===== src/rtl/rtc_alarm_pkg.sv =====
package rtc_alarm_pkg;

  localparam int NUM_FIELDS = 4;
  localparam int AFE_BIT = 7;
  localparam int AF_BIT  = 6;
  localparam int ABE_BIT = 5;

  typedef enum logic [2:0] {
    RPT_SECOND,
    RPT_MINUTE,
    RPT_HOUR,
    RPT_DAY,
    RPT_MONTH,
    RPT_OFF
  } repeatMode_e;

  typedef struct packed {
    logic [NUM_FIELDS-1:0] wrField;
    logic                  wrFlags;
    logic                  setAf;
    logic                  clrAf;
    logic                  clrEnables;
  } ctrlStrobes_t;

  // significant BCD bits of each time field: sec, min, hour, date
  function automatic int fieldBits(int idx);
    case (idx)
      0, 1:    return 7;
      default: return 6;
    endcase
  endfunction

  // rpt is {date, hour, minute, second}
  function automatic repeatMode_e decodeRepeat(logic [3:0] rpt, logic dateZero);
    case (rpt)
      4'b1110: return RPT_MINUTE;
      4'b1100: return RPT_HOUR;
      4'b1000: return RPT_DAY;
      4'b0000: return dateZero ? RPT_OFF : RPT_MONTH;
      default: return RPT_SECOND;
    endcase
  endfunction

  // which fields must be equal, bit i = field i
  function automatic logic [3:0] neededFields(repeatMode_e mode);
    case (mode)
      RPT_MINUTE: return 4'b0001;
      RPT_HOUR:   return 4'b0011;
      RPT_DAY:    return 4'b0111;
      RPT_MONTH:  return 4'b1111;
      default:    return 4'b0000;
    endcase
  endfunction

endpackage


===== src/rtl/rtc_alarm_datapath.sv =====
module rtc_alarm_datapath
  import rtc_alarm_pkg::*;
#(
  parameter int DATA_W = 8
) (
  input  logic                              clk,
  input  logic                              rstN,
  input  ctrlStrobes_t                      strobes,
  input  logic [DATA_W-1:0]                 wrData,
  input  logic [NUM_FIELDS-1:0][DATA_W-1:0] curTime,
  input  logic [NUM_FIELDS-1:0]             rdField,
  input  logic                              rdFlags,
  output logic [DATA_W-1:0]                 rdData,
  output logic                              matchNow,
  output logic                              afQ,
  output logic                              afeQ,
  output logic                              abeQ
);

  localparam int DATE_IDX = NUM_FIELDS - 1;
  localparam int DATE_W   = fieldBits(DATE_IDX);

  logic [NUM_FIELDS-1:0]             rptBit;
  logic [NUM_FIELDS-1:0]             fieldEq;
  logic [NUM_FIELDS-1:0][DATA_W-1:0] almVec;
  logic [NUM_FIELDS-1:0][DATA_W-1:0] fieldRd;
  logic [DATA_W-1:0]                 flagsByte;
  logic                              dateZero;
  repeatMode_e                       mode;
  logic [NUM_FIELDS-1:0]             need;

  for (genvar gi = 0; gi < NUM_FIELDS; gi++) begin : g_field
    localparam int FW = fieldBits(gi);
    localparam logic [DATA_W-1:0] MASK = DATA_W'((1 << FW) - 1);
    logic [DATA_W-1:0] almQ;

    always_ff @(posedge clk or negedge rstN) begin
      if (!rstN) almQ <= '0;
      else if (strobes.wrField[gi]) almQ <= wrData;
    end

    assign almVec[gi]  = almQ;
    assign rptBit[gi]  = almQ[DATA_W-1];
    assign fieldEq[gi] = (curTime[gi] & MASK) == (almQ & MASK);
    assign fieldRd[gi] = rdField[gi] ? almQ : '0;
  end

  assign dateZero = (almVec[DATE_IDX][DATE_W-1:0] == '0);
  assign mode     = decodeRepeat(rptBit, dateZero);
  assign need     = neededFields(mode);
  assign matchNow = (mode != RPT_OFF) && (&(fieldEq | ~need));

  always_ff @(posedge clk or negedge rstN) begin
    if (!rstN) afQ <= 1'b0;
    else if (strobes.clrAf) afQ <= 1'b0;
    else if (strobes.setAf) afQ <= 1'b1;
  end

  always_ff @(posedge clk or negedge rstN) begin
    if (!rstN) begin
      afeQ <= 1'b0;
      abeQ <= 1'b0;
    end else if (strobes.clrEnables) begin
      afeQ <= 1'b0;
      abeQ <= 1'b0;
    end else if (strobes.wrFlags) begin
      afeQ <= wrData[AFE_BIT];
      abeQ <= wrData[ABE_BIT];
    end
  end

  always_comb begin
    flagsByte          = '0;
    flagsByte[AFE_BIT] = afeQ;
    flagsByte[AF_BIT]  = afQ;
    flagsByte[ABE_BIT] = abeQ;
    rdData = rdFlags ? flagsByte : '0;
    for (int i = 0; i < NUM_FIELDS; i++) rdData = rdData | fieldRd[i];
  end

endmodule


===== src/rtl/rtc_alarm_ctrl.sv =====
module rtc_alarm_ctrl
  import rtc_alarm_pkg::*;
#(
  parameter int              ADDR_W     = 13,
  parameter logic [ADDR_W-1:0] FLAGS_ADDR = 13'h1FF0,
  parameter logic [ADDR_W-1:0] ALARM_BASE = 13'h1FF2
) (
  input  logic                  clk,
  input  logic                  rstN,
  input  logic [ADDR_W-1:0]     regAddr,
  input  logic                  regRead,
  input  logic                  regWrite,
  input  logic                  tickPulse,
  input  logic                  matchNow,
  input  logic                  pwrUp,
  input  logic                  battMode,
  input  logic                  afQ,
  input  logic                  afeQ,
  input  logic                  abeQ,
  output ctrlStrobes_t          strobes,
  output logic [NUM_FIELDS-1:0] rdField,
  output logic                  rdFlags,
  output logic                  irqPullLow
);

  logic pendQ;
  logic alarmEvt;

  for (genvar gi = 0; gi < NUM_FIELDS; gi++) begin : g_dec
    assign rdField[gi] = (regAddr == ADDR_W'(ALARM_BASE + gi));
  end

  assign rdFlags  = (regAddr == FLAGS_ADDR);
  assign alarmEvt = tickPulse & matchNow;

  // an event seen while the flags address is latched waits in pendQ
  always_ff @(posedge clk or negedge rstN) begin
    if (!rstN) pendQ <= 1'b0;
    else       pendQ <= (alarmEvt | pendQ) & rdFlags;
  end

  always_comb begin
    strobes            = '0;
    strobes.wrField    = rdField & {NUM_FIELDS{regWrite}};
    strobes.wrFlags    = regWrite & rdFlags;
    strobes.setAf      = (alarmEvt | pendQ) & ~rdFlags;
    strobes.clrAf      = regRead & rdFlags;
    strobes.clrEnables = pwrUp;
  end

  assign irqPullLow = afQ & afeQ & (~battMode | abeQ);

endmodule


===== src/rtl/rtc_alarm_top.sv =====
module rtc_alarm_top
  import rtc_alarm_pkg::*;
#(
  parameter int                ADDR_W     = 13,
  parameter int                DATA_W     = 8,
  parameter logic [ADDR_W-1:0] FLAGS_ADDR = 13'h1FF0,
  parameter logic [ADDR_W-1:0] ALARM_BASE = 13'h1FF2
) (
  input  logic              clk,
  input  logic              rstN,
  input  logic              pwrUp,
  input  logic              battMode,
  input  logic              tickPulse,
  input  logic [DATA_W-1:0] curSec,
  input  logic [DATA_W-1:0] curMin,
  input  logic [DATA_W-1:0] curHour,
  input  logic [DATA_W-1:0] curDate,
  input  logic [ADDR_W-1:0] regAddr,
  input  logic              regRead,
  input  logic              regWrite,
  input  logic [DATA_W-1:0] regWdata,
  output logic [DATA_W-1:0] regRdata,
  output logic              irqPullLow
);

  ctrlStrobes_t                      strobes;
  logic [NUM_FIELDS-1:0]             rdField;
  logic                              rdFlags;
  logic                              matchNow;
  logic                              afQ;
  logic                              afeQ;
  logic                              abeQ;
  logic [NUM_FIELDS-1:0][DATA_W-1:0] curTime;

  assign curTime = {curDate, curHour, curMin, curSec};

  rtc_alarm_ctrl #(
    .ADDR_W(ADDR_W), .FLAGS_ADDR(FLAGS_ADDR), .ALARM_BASE(ALARM_BASE)
  ) u_ctrl (
    .clk(clk), .rstN(rstN), .regAddr(regAddr), .regRead(regRead),
    .regWrite(regWrite), .tickPulse(tickPulse), .matchNow(matchNow),
    .pwrUp(pwrUp), .battMode(battMode), .afQ(afQ), .afeQ(afeQ), .abeQ(abeQ),
    .strobes(strobes), .rdField(rdField), .rdFlags(rdFlags),
    .irqPullLow(irqPullLow)
  );

  rtc_alarm_datapath #(.DATA_W(DATA_W)) u_dp (
    .clk(clk), .rstN(rstN), .strobes(strobes), .wrData(regWdata),
    .curTime(curTime), .rdField(rdField), .rdFlags(rdFlags),
    .rdData(regRdata), .matchNow(matchNow), .afQ(afQ), .afeQ(afeQ),
    .abeQ(abeQ)
  );

endmodule


===== config.mk =====
export PLATFORM = sky130hd
export DESIGN_NAME = rtc_alarm_top
export DESIGN_NICKNAME = d
export VERILOG_FILES = /design/src/rtl/rtc_alarm_pkg.sv /design/src/rtl/rtc_alarm_datapath.sv /design/src/rtl/rtc_alarm_ctrl.sv /design/src/rtl/rtc_alarm_top.sv
export SDC_FILE = /design/constraint.sdc
export NUM_CORES = 1
export LEC_CHECK = 0
export BUFFER_PORTS_ARGS = -buffer_cell sky130_fd_sc_hd__buf_2
export CAP_MARGIN = 20
export CORE_ASPECT_RATIO = 2
export CORE_MARGIN = 1.5
export CORE_UTILIZATION = 35
export DETAILED_ROUTE_END_ITERATION = 10
export PLACE_DENSITY_LB_ADDON = 0.1
export SLEW_MARGIN = 20
export SYNTH_ARGS = -nofsm -noshare
export SYNTH_HDL_FRONTEND = slang
export SYNTH_SLANG_ARGS = --single-unit

===== constraint.sdc =====
create_clock -name clk -period 3.9 [get_ports clk]
set_input_delay 0.39 -clock clk [delete_from_list [all_inputs] [get_ports clk]]
set_output_delay 0.39 -clock clk [all_outputs]
set_load 0.1 [all_outputs]

==> results.cfg, run 1 <==
[pwr]
power_density_mw_per_mm2 = 329
ir_worst_vdd_mv = 0.344
cellLeakagePower_uw = 0.00124

[run_status]
outcome = complete, no violations

[sta]
tns_ns = 0
post-route-period-util = 0.684
skew_ns = 0.00279
tightest_slew_ns = 0.842
setup_violations = 0
relSlewSlack = 0.439
finalCriticalPeriod_ns = 2.67
hold_violations = 0
drv_slew = 0
rsz0062_at_grt = false
max_freq_ghz = 0.375
fin_hold_ws_ns = 0.211

[global_routing]
grt_pass1_vias = 1805
globalRouteMet1Util = 0.223
gr-total-overflow = 0
grt_util_met3 = 0.0407
busiest_layer = met2
use_met2 = 0.355
grt_use_total = 0.197
grt_start_max_net_pins = 37
grt_first_pass_wirelength_mm = 9.32
grt_antenna_before_repair = 0

[logic_synthesis]
yosys.area.top_type_share = 0.437
ys_warn_count = 0
synth_flop_cell = dfrtp_1
synthCells = 184
syn_area_per_cell_um2 = 11.2
ys_async_sr_fraction = 1.00
synthTopCellsByArea = dfrtp_1, mux2_2, xnor2_1
ys_seq_elements = 36
syn-cell-area_mm2 = 0.00206
ys_seq_area_frac = 0.437
ys_types = 34
synth_largest_area_cell = dfrtp_1
syn-num-nets = 244
synth-edff-count = 0

[clock_network]
cts_resized = 0
ctsHoldBuffers = 0
clock_sinks = 36
cts_max_level = 2
numCtsBuffers = 5
clk_pin_slew_ns = 0.05
cts_tree = done
clkLatencyLatePin_ns = 0.28
post_cts_buffers = 0
clockRootBuffer = clkbuf_16
clockBufferDepth = 2

[drt]
finalWirelength_mm = 5.85
vias_per_cell = 5.36
avgRoutedWirePerCell_um = 18.9
drt_iter0_markers = 72
detail-route-antenna-nets = 0
vias = 1656
drc = 0
drtPass1Iterations = 4

[floorplan]
rows = 39
die_h_um = 112
io_pins = 69
dieWidth_um = 57.3
fp.coreArea_mm2 = 0.00571
die_area_mm2 = 0.00638
start_util = 0.361

[job]
max-cap-violations = 0

[place]
io_buffers = 62
hpwlAfterDp_mm = 4.40
place.gp.congestion = 0.829

[critical_path]
required_ns = 3.51
critPathKind = input port to output port
rrSetupSlack_ns = 1.95
worstPathMaxFanout = 9
start_kind = input port
cp.arrival_ns = 2.28
critPathCaptureType = output port

[finish]
final_util = 0.449
diodes = 0
drive_gt1_frac = 0.435
fin_nets = 307
area_growth_pct = 24.3

[hold_path]
hold_class = input port to async pin
==> metal layers <==
metal  part of all wire  vias up
met5                  0        -
met4              0.018        0
met1               0.39      777
li1                   -      804
met3              0.060        6
met2               0.53       69
==> worst max-delay path, stage by stage <==
cell	delay [ns]
buf_2	0.08
nand4_1	0.15
nor4_4	0.36
and3_1	0.54
a222oi_1	0.23
nand2_1	0.10
buf_2	0.42
==> cell families (layout without fill, tap and decap cells) <==
logic type,after synthesis,after routing,synth area share
AOI/OAI and AO/OA,32,32,0.118
xor gates and xnor gates,26,26,0.111
buffers and inverters,10,74,0.0231
DFF,36,36,0.437
muxes,32,32,0.175
and+or+nand+nor,48,48,0.137
==> report_power, final <==
part / switching (µW) / total (µW) / internal, µW
registers: 0.967 / 376 / 375
clock network: 146 / 400 / 255
logic: 34.0 / 66.1 / 32.1
==> final timing paths <==
check | startpoint | to | depth (start not counted)
worst max-delay path | regAddr[4] | regRdata[6] | 7
worst min-delay path | rstN | u_dp.g_field[1].almQ[5] | 1
worst max register to register | u_dp.g_field[0].almQ[6] | u_ctrl.pendQ | 5
worst min register to register | u_dp.g_field[2].almQ[6] | u_dp.g_field[2].almQ[6] | 1
max in group asynchronous | rstN | u_dp.g_field[1].almQ[2] | 1
min in group clk | pwrUp | u_dp.afeQ | 2
==> synthesized netlist by cell type (all sizes together), types with 4 or more instances <==
library cell   n
a21oi          6
a22oi         13
buf            5
dfrtp         36
inv            4
mux2          32
nand2         18
nand3          8
nand4          6
xnor2         26
==> state kept, by name, indices dropped and copies added, names as in the netlist <==
signal	cells
u_dp.abeQ	1
u_ctrl.pendQ	1
u_dp.afeQ	1
u_dp.afQ	1
u_dp.g_field.almQ	32
==> area by class of cell <==
| cell class | count | area (µm²) |
|---|---|---|
| clock buffer | 8 | 146 |
| inverter | 4 | 15.0 |
| timing repair buffer | 62 | 310 |
| fill | 574 | 3150 |
| multi-input combinational | 138 | 1110 |
| sequential | 36 | 901 |
| tap | 61 | 76.3 |
==> cell usage in the layout (no fill, tap or decap), types with 2 or more instances in the layout <==
cell / count
buf_2: 62
dfrtp_1: 36
mux2_2: 32
xnor2_1: 26
nand2_1: 14
a22oi_1: 13
nand3_1: 8
nand4_1: 6
a21oi_1: 6
clkbuf_16: 5
inv_1: 4
nor2_1: 3
a222oi_1: 3
and3_1: 2
nor3_1: 2
and4_1: 2
and2_1: 2
o31ai_1: 2
nor4_1: 2
nand2_2: 2
nand2_4: 2
clkbuf_1: 2
==> metrics by stage <==
step	std cells	setup WS, ns	instance area (µm²)	total power, µW
final	309	1.23	2560	842
after global routing	309	1.13	2560	877
after CTS	309	1.22	2560	853
after detailed placement	301	1.23	2410	449
after global placement	301	1.23	2410	449
after floorplan	184	1.53	2060	403
No activity file was read; power rests on OpenSTA's default activity.
==> run 2: changes to the inputs <==
Settings changed: ABC_AREA set to 1.
Clock period 3.9 ns to 2.55 ns, I/O delays scaled along.
==> results.cfg, run 2 <==
[run_status]
outcome = complete, no violations

[drt]
avgRoutedWirePerCell_um = 13.4
top_layer = met4
finalWirelength_mm = 6.81
drtPass1Iterations = 4
detail-route-antenna-nets = 0
drt_iter0_markers = 117
met3_length_um = 287
drc = 0
drt-met1-wl_mm = 2.52
vias_per_cell = 4.68
wl_met2_mm = 3.54
vias = 2375

[clock_network]
clock_sinks = 36
post_cts_buffers = 0
clockRootBuffer = clkbuf_16
clockBufferDepth = 2
cts_resized = 0
ctsHoldBuffers = 0
clkLatencyLatePin_ns = 0.29
cts_max_level = 2
clk_pin_slew_ns = 0.06
numCtsBuffers = 5
cts_tree = done

[logic_synthesis]
ys_warn_count = 0
ys_async_sr_fraction = 1.00
synth_most_common_cell = nand2_1
syn_area_per_cell_um2 = 6.82
synth-simple-area-share = 0.349
synth_commonest_cells = nand2_1, inv_1, nor2_1, dfrtp_1, o21ai_0
synth.area.mux_share = 0
synth_xor_area_frac = 0.0255
yosys.area.top_type_share = 0.374
synth-edff-count = 0
ys_types = 29
syn-num-nets = 413
synth_adder_area_share = 0
ys_seq_area_frac = 0.374
synthCells = 353
synth_largest_area_cell = dfrtp_1
synthTopCellsByArea = dfrtp_1, nand2_1, inv_1
synth_compound_area_frac = 0.131
synth_flop_cell = dfrtp_1
ys_seq_elements = 36
synth_top_family_by_area = simple AND/OR/NAND/NOR gates
syn-cell-area_mm2 = 0.00241

[pwr]
p_sw_uw = 323
pwr-share-comb = 0.095
power_uw = 1330
p_clk_frac = 0.474
ir_worst_vdd_mv = 0.321
seqPwrFrac = 0.431
intPower_uw = 1010
power_density_mw_per_mm2 = 450
cellLeakagePower_uw = 0.00161
switching_share = 0.242

[floorplan]
io_pins = 69
fp.coreArea_mm2 = 0.00662
start_util = 0.363
die_area_mm2 = 0.00741
rows = 42
die_h_um = 120
dieWidth_um = 61.6

[sta]
max_freq_ghz = 0.451
skew_ns = 0.00419
layout_setup_ws_ns = 0.334
post-route-period-util = 0.869
tns_ns = 0
drv_slew = 0
hold_violations = 0
rsz0062_at_grt = false
fin_hold_ws_ns = 0.0706
relSlewSlack = 0.435
tightest_slew_ns = 0.848
finalCriticalPeriod_ns = 2.22
setup_violations = 0

[critical_path]
crit_chain = buf_2, nand4_1, nor2_2, inv_2, nor2_4, inv_2, nor2_1, nand2_1, o21ai_0, nor2_1, nand2_1, buf_2
rrSetupSlack_ns = 1.06
reg2reg_to = u_ctrl.pendQ
critPathCaptureType = output port
reg2reg_depth = 10
r2r_start = u_dp.g_field[0].almQ[2]
cp_slowest_cell = buf_2
worstPathMaxFanout = 6
start_kind = input port
cp.arrival_ns = 1.96
cpPeakStageDelay_ns = 0.42
required_ns = 2.30
critPathKind = input port to output port

[hold_path]
hold_class = input port to async pin

[finish]
largest_register_ffs = 32
final_common_cell = nand2_1
final_cell_mix = nand2_1, inv_1, buf_2
fin_nets = 479
drive_gt1_frac = 0.217
regMostFlops = u_dp.g_field.almQ
final_util = 0.448
diodes = 0
area_growth_pct = 23.2

[place]
place.gp.congestion = 0.848
post-place-ws_ns = 0.328
io_buffers = 62
hpwlAfterDp_mm = 5.46

[global_routing]
gr-total-overflow = 0
grt_use_total = 0.204
grt_pass1_vias = 2261
grt_first_pass_wirelength_mm = 10.8
grt_antenna_before_repair = 0
grt_start_max_net_pins = 37

[job]
max-cap-violations = 0
-- run 2: per-stage QoR --
| stage | instance area (µm²) | instances |
|---|---|---|
| 2_1_floorplan | 2410 | 353 |
| 3_3_place_gp | 2810 | 500 |
| 5_1_grt | 2960 | 508 |
| 3_5_place_dp | 2810 | 500 |
| 4_1_cts | 2960 | 508 |
| 6_report | 2960 | 508 |
-- run 2: cell families after synthesis --
group / after synthesis
simple gates: 185
buf+inv: 72
xor+xnor: 7
compound gates: 53
flops: 36
-- run 2: worst max-delay path by stage --
stage	startpoint	to	slack [ns]	depth (start not counted)
final	regAddr[11]	regRdata[5]	0.33	12
after CTS	regAddr[11]	regRdata[5]	0.32	12
after detailed placement	regAddr[11]	regRdata[5]	0.33	12
after global routing	regAddr[10]	regRdata[5]	0.15	12
after global placement	regAddr[11]	regRdata[5]	0.35	12
after floorplan	regAddr[11]	regRdata[1]	0.12	6
-- run 2: power by group through the flow --
stage               logic [µW]  clock network [µW]  registers (µW)
finish                     127                 632             575
detailed placement         130                   0             585
floorplan                 49.4                   0             585
CTS                        130                 651             575
global route               146                 661             575
global placement           128                   0             585
-- run 2: critical path: cells and delay by family --
kind	cells	cell delay, ns
and+or+nand+nor	7	0.91
buffers and inverters	4	0.67
AOI/OAI and AO/OA	1	0.11
-- run 2: per-layer routing --
metal  track usage  up-vias
met4         0.150        0
li1              -     1228
met2         0.333       69
met5             0        -
met3        0.0332       27
met1         0.225     1051
-- run 2: layout make-up --
type	count	area, µm²
inverters	68	255
clock inverters	1	7.51
well taps	88	110
clock buffers	7	143
multi-input cells	245	1210
repair buffers	63	333
fillers	751	3660
flip-flops and latches	36	901
==> run 3: changes to the inputs <==
Settings changed: RECOVER_POWER set to 25.
==> results.cfg, run 3 (synthesis results as in run 2) <==
[run_status]
outcome = finished with violations
violations = max-capacitance violations, max-slew violations

[finish]
regMostFlops = u_dp.g_field.almQ
final_common_cell = nand2_1
fin_nets = 479
drive_gt1_frac = 0.214
largest_register_ffs = 32
final_cell_mix = nand2_1, inv_1, buf_2
diodes = 0
area_growth_pct = 23.1

[floorplan]
start_util = 0.363
rows = 42
fp.coreArea_mm2 = 0.00662
dieWidth_um = 61.6
io_pins = 69
die_area_mm2 = 0.00741
die_h_um = 120

[clock_network]
cts_resized = 0
cts_tree = done
clkLatencyLatePin_ns = 0.29
post_cts_buffers = 0
cts_max_level = 2
ctsHoldBuffers = 0
numCtsBuffers = 5
clock_sinks = 36
clockBufferDepth = 2
clockRootBuffer = clkbuf_16
clk_pin_slew_ns = 0.06

[sta]
drv_slew = 37
setup_violations = 0
hold_violations = 0
max_freq_ghz = 0.451
finalCriticalPeriod_ns = 2.22
relSlewSlack = -0.356
tns_ns = 0
rsz0062_at_grt = false
skew_ns = 0.00419
layout_setup_ws_ns = 0.334
post-route-period-util = 0.869
tightest_slew_ns = 2.03

[critical_path]
worstPathMaxFanout = 6
reg2reg_to = u_ctrl.pendQ
reg2reg_depth = 10
rrSetupSlack_ns = 1.06
start_kind = input port
r2r_start = u_dp.g_field[0].almQ[2]
critPathKind = input port to output port
required_ns = 2.30
cp.arrival_ns = 1.96
critPathCaptureType = output port

[drt]
drtPass1Iterations = 4
finalWirelength_mm = 6.80
vias_per_cell = 4.68
drt_iter0_markers = 117
vias = 2375
avgRoutedWirePerCell_um = 13.4
drc = 0
detail-route-antenna-nets = 0

[place]
place.gp.congestion = 0.848
hpwlAfterDp_mm = 5.46
post-place-ws_ns = 0.328
io_buffers = 62

[hold_path]
hold-path-cell-count = 2
hold-path-endpoint = u_dp.afeQ
hold_class = input port to register
hp-start = pwrUp

[pwr]
cellLeakagePower_uw = 0.00161
ir_worst_vdd_mv = 0.321
power_density_mw_per_mm2 = 450

[global_routing]
gr-total-overflow = 0
grt_start_max_net_pins = 37
grt_use_total = 0.204
grt_antenna_before_repair = 0
grt_first_pass_wirelength_mm = 10.8
grt_pass1_vias = 2261

[job]
max-cap-violations = 1
## run 3: final cells by class
type	instances	area [µm²]
fill	749	3660
multi-input combinational	245	1210
sequential	36	901
timing repair buffer	63	332
inverter	68	255
clock buffer	7	143
tap	88	110
clock inverter	1	7.51
## run 3: critical path: stages
cell and delay, ns:
buf_2 0.07, nand4_1 0.10, nor2_2 0.14, inv_2 0.10, nor2_4 0.11, inv_2 0.08
nor2_1 0.36, nand2_1 0.08, o21ai_0 0.11, nor2_1 0.06, nand2_1 0.06, buf_2 0.42
## run 3: worst max path at each step
stage,endpoint,start,cells past startpoint
2_1_floorplan,regRdata[1],regAddr[11],6
3_3_place_gp,regRdata[5],regAddr[11],12
5_1_grt,regRdata[5],regAddr[10],12
3_5_place_dp,regRdata[5],regAddr[11],12
4_1_cts,regRdata[5],regAddr[11],12
6_report,regRdata[5],regAddr[11],12
## run 3: per-stage QoR
stage / cells / utilization / hold WS, ns / area (µm²) / power, µW
floorplan: 353 / - / -0.0406 / 2410 / 634
finish: 508 / 0.447 / 0.182 / 2960 / 1330
global placement: 500 / 0.425 / 0.422 / 2810 / 714
global route: 508 / 0.447 / 0.197 / 2960 / 1380
detailed placement: 500 / 0.425 / 0.412 / 2810 / 715
CTS: 508 / 0.448 / 0.104 / 2960 / 1360
## run 3: power by group
part	internal (µW)	leakage, µW	switching (µW)	total, µW
Combinational	48.9	0.00112	78.0	127
Sequential	574	0.000414	1.66	575
Clock	389	0.0000701	243	632
Total	1010	0.00161	323	1330
## run 3: layer usage
metal  track usage  vias to the layer above  share of wire
li1              -                     1228              -
met1         0.225                     1051           0.37
met2         0.333                       69           0.52
met3        0.0332                       27          0.042
met4         0.150                        0          0.067
met5             0                        -              0
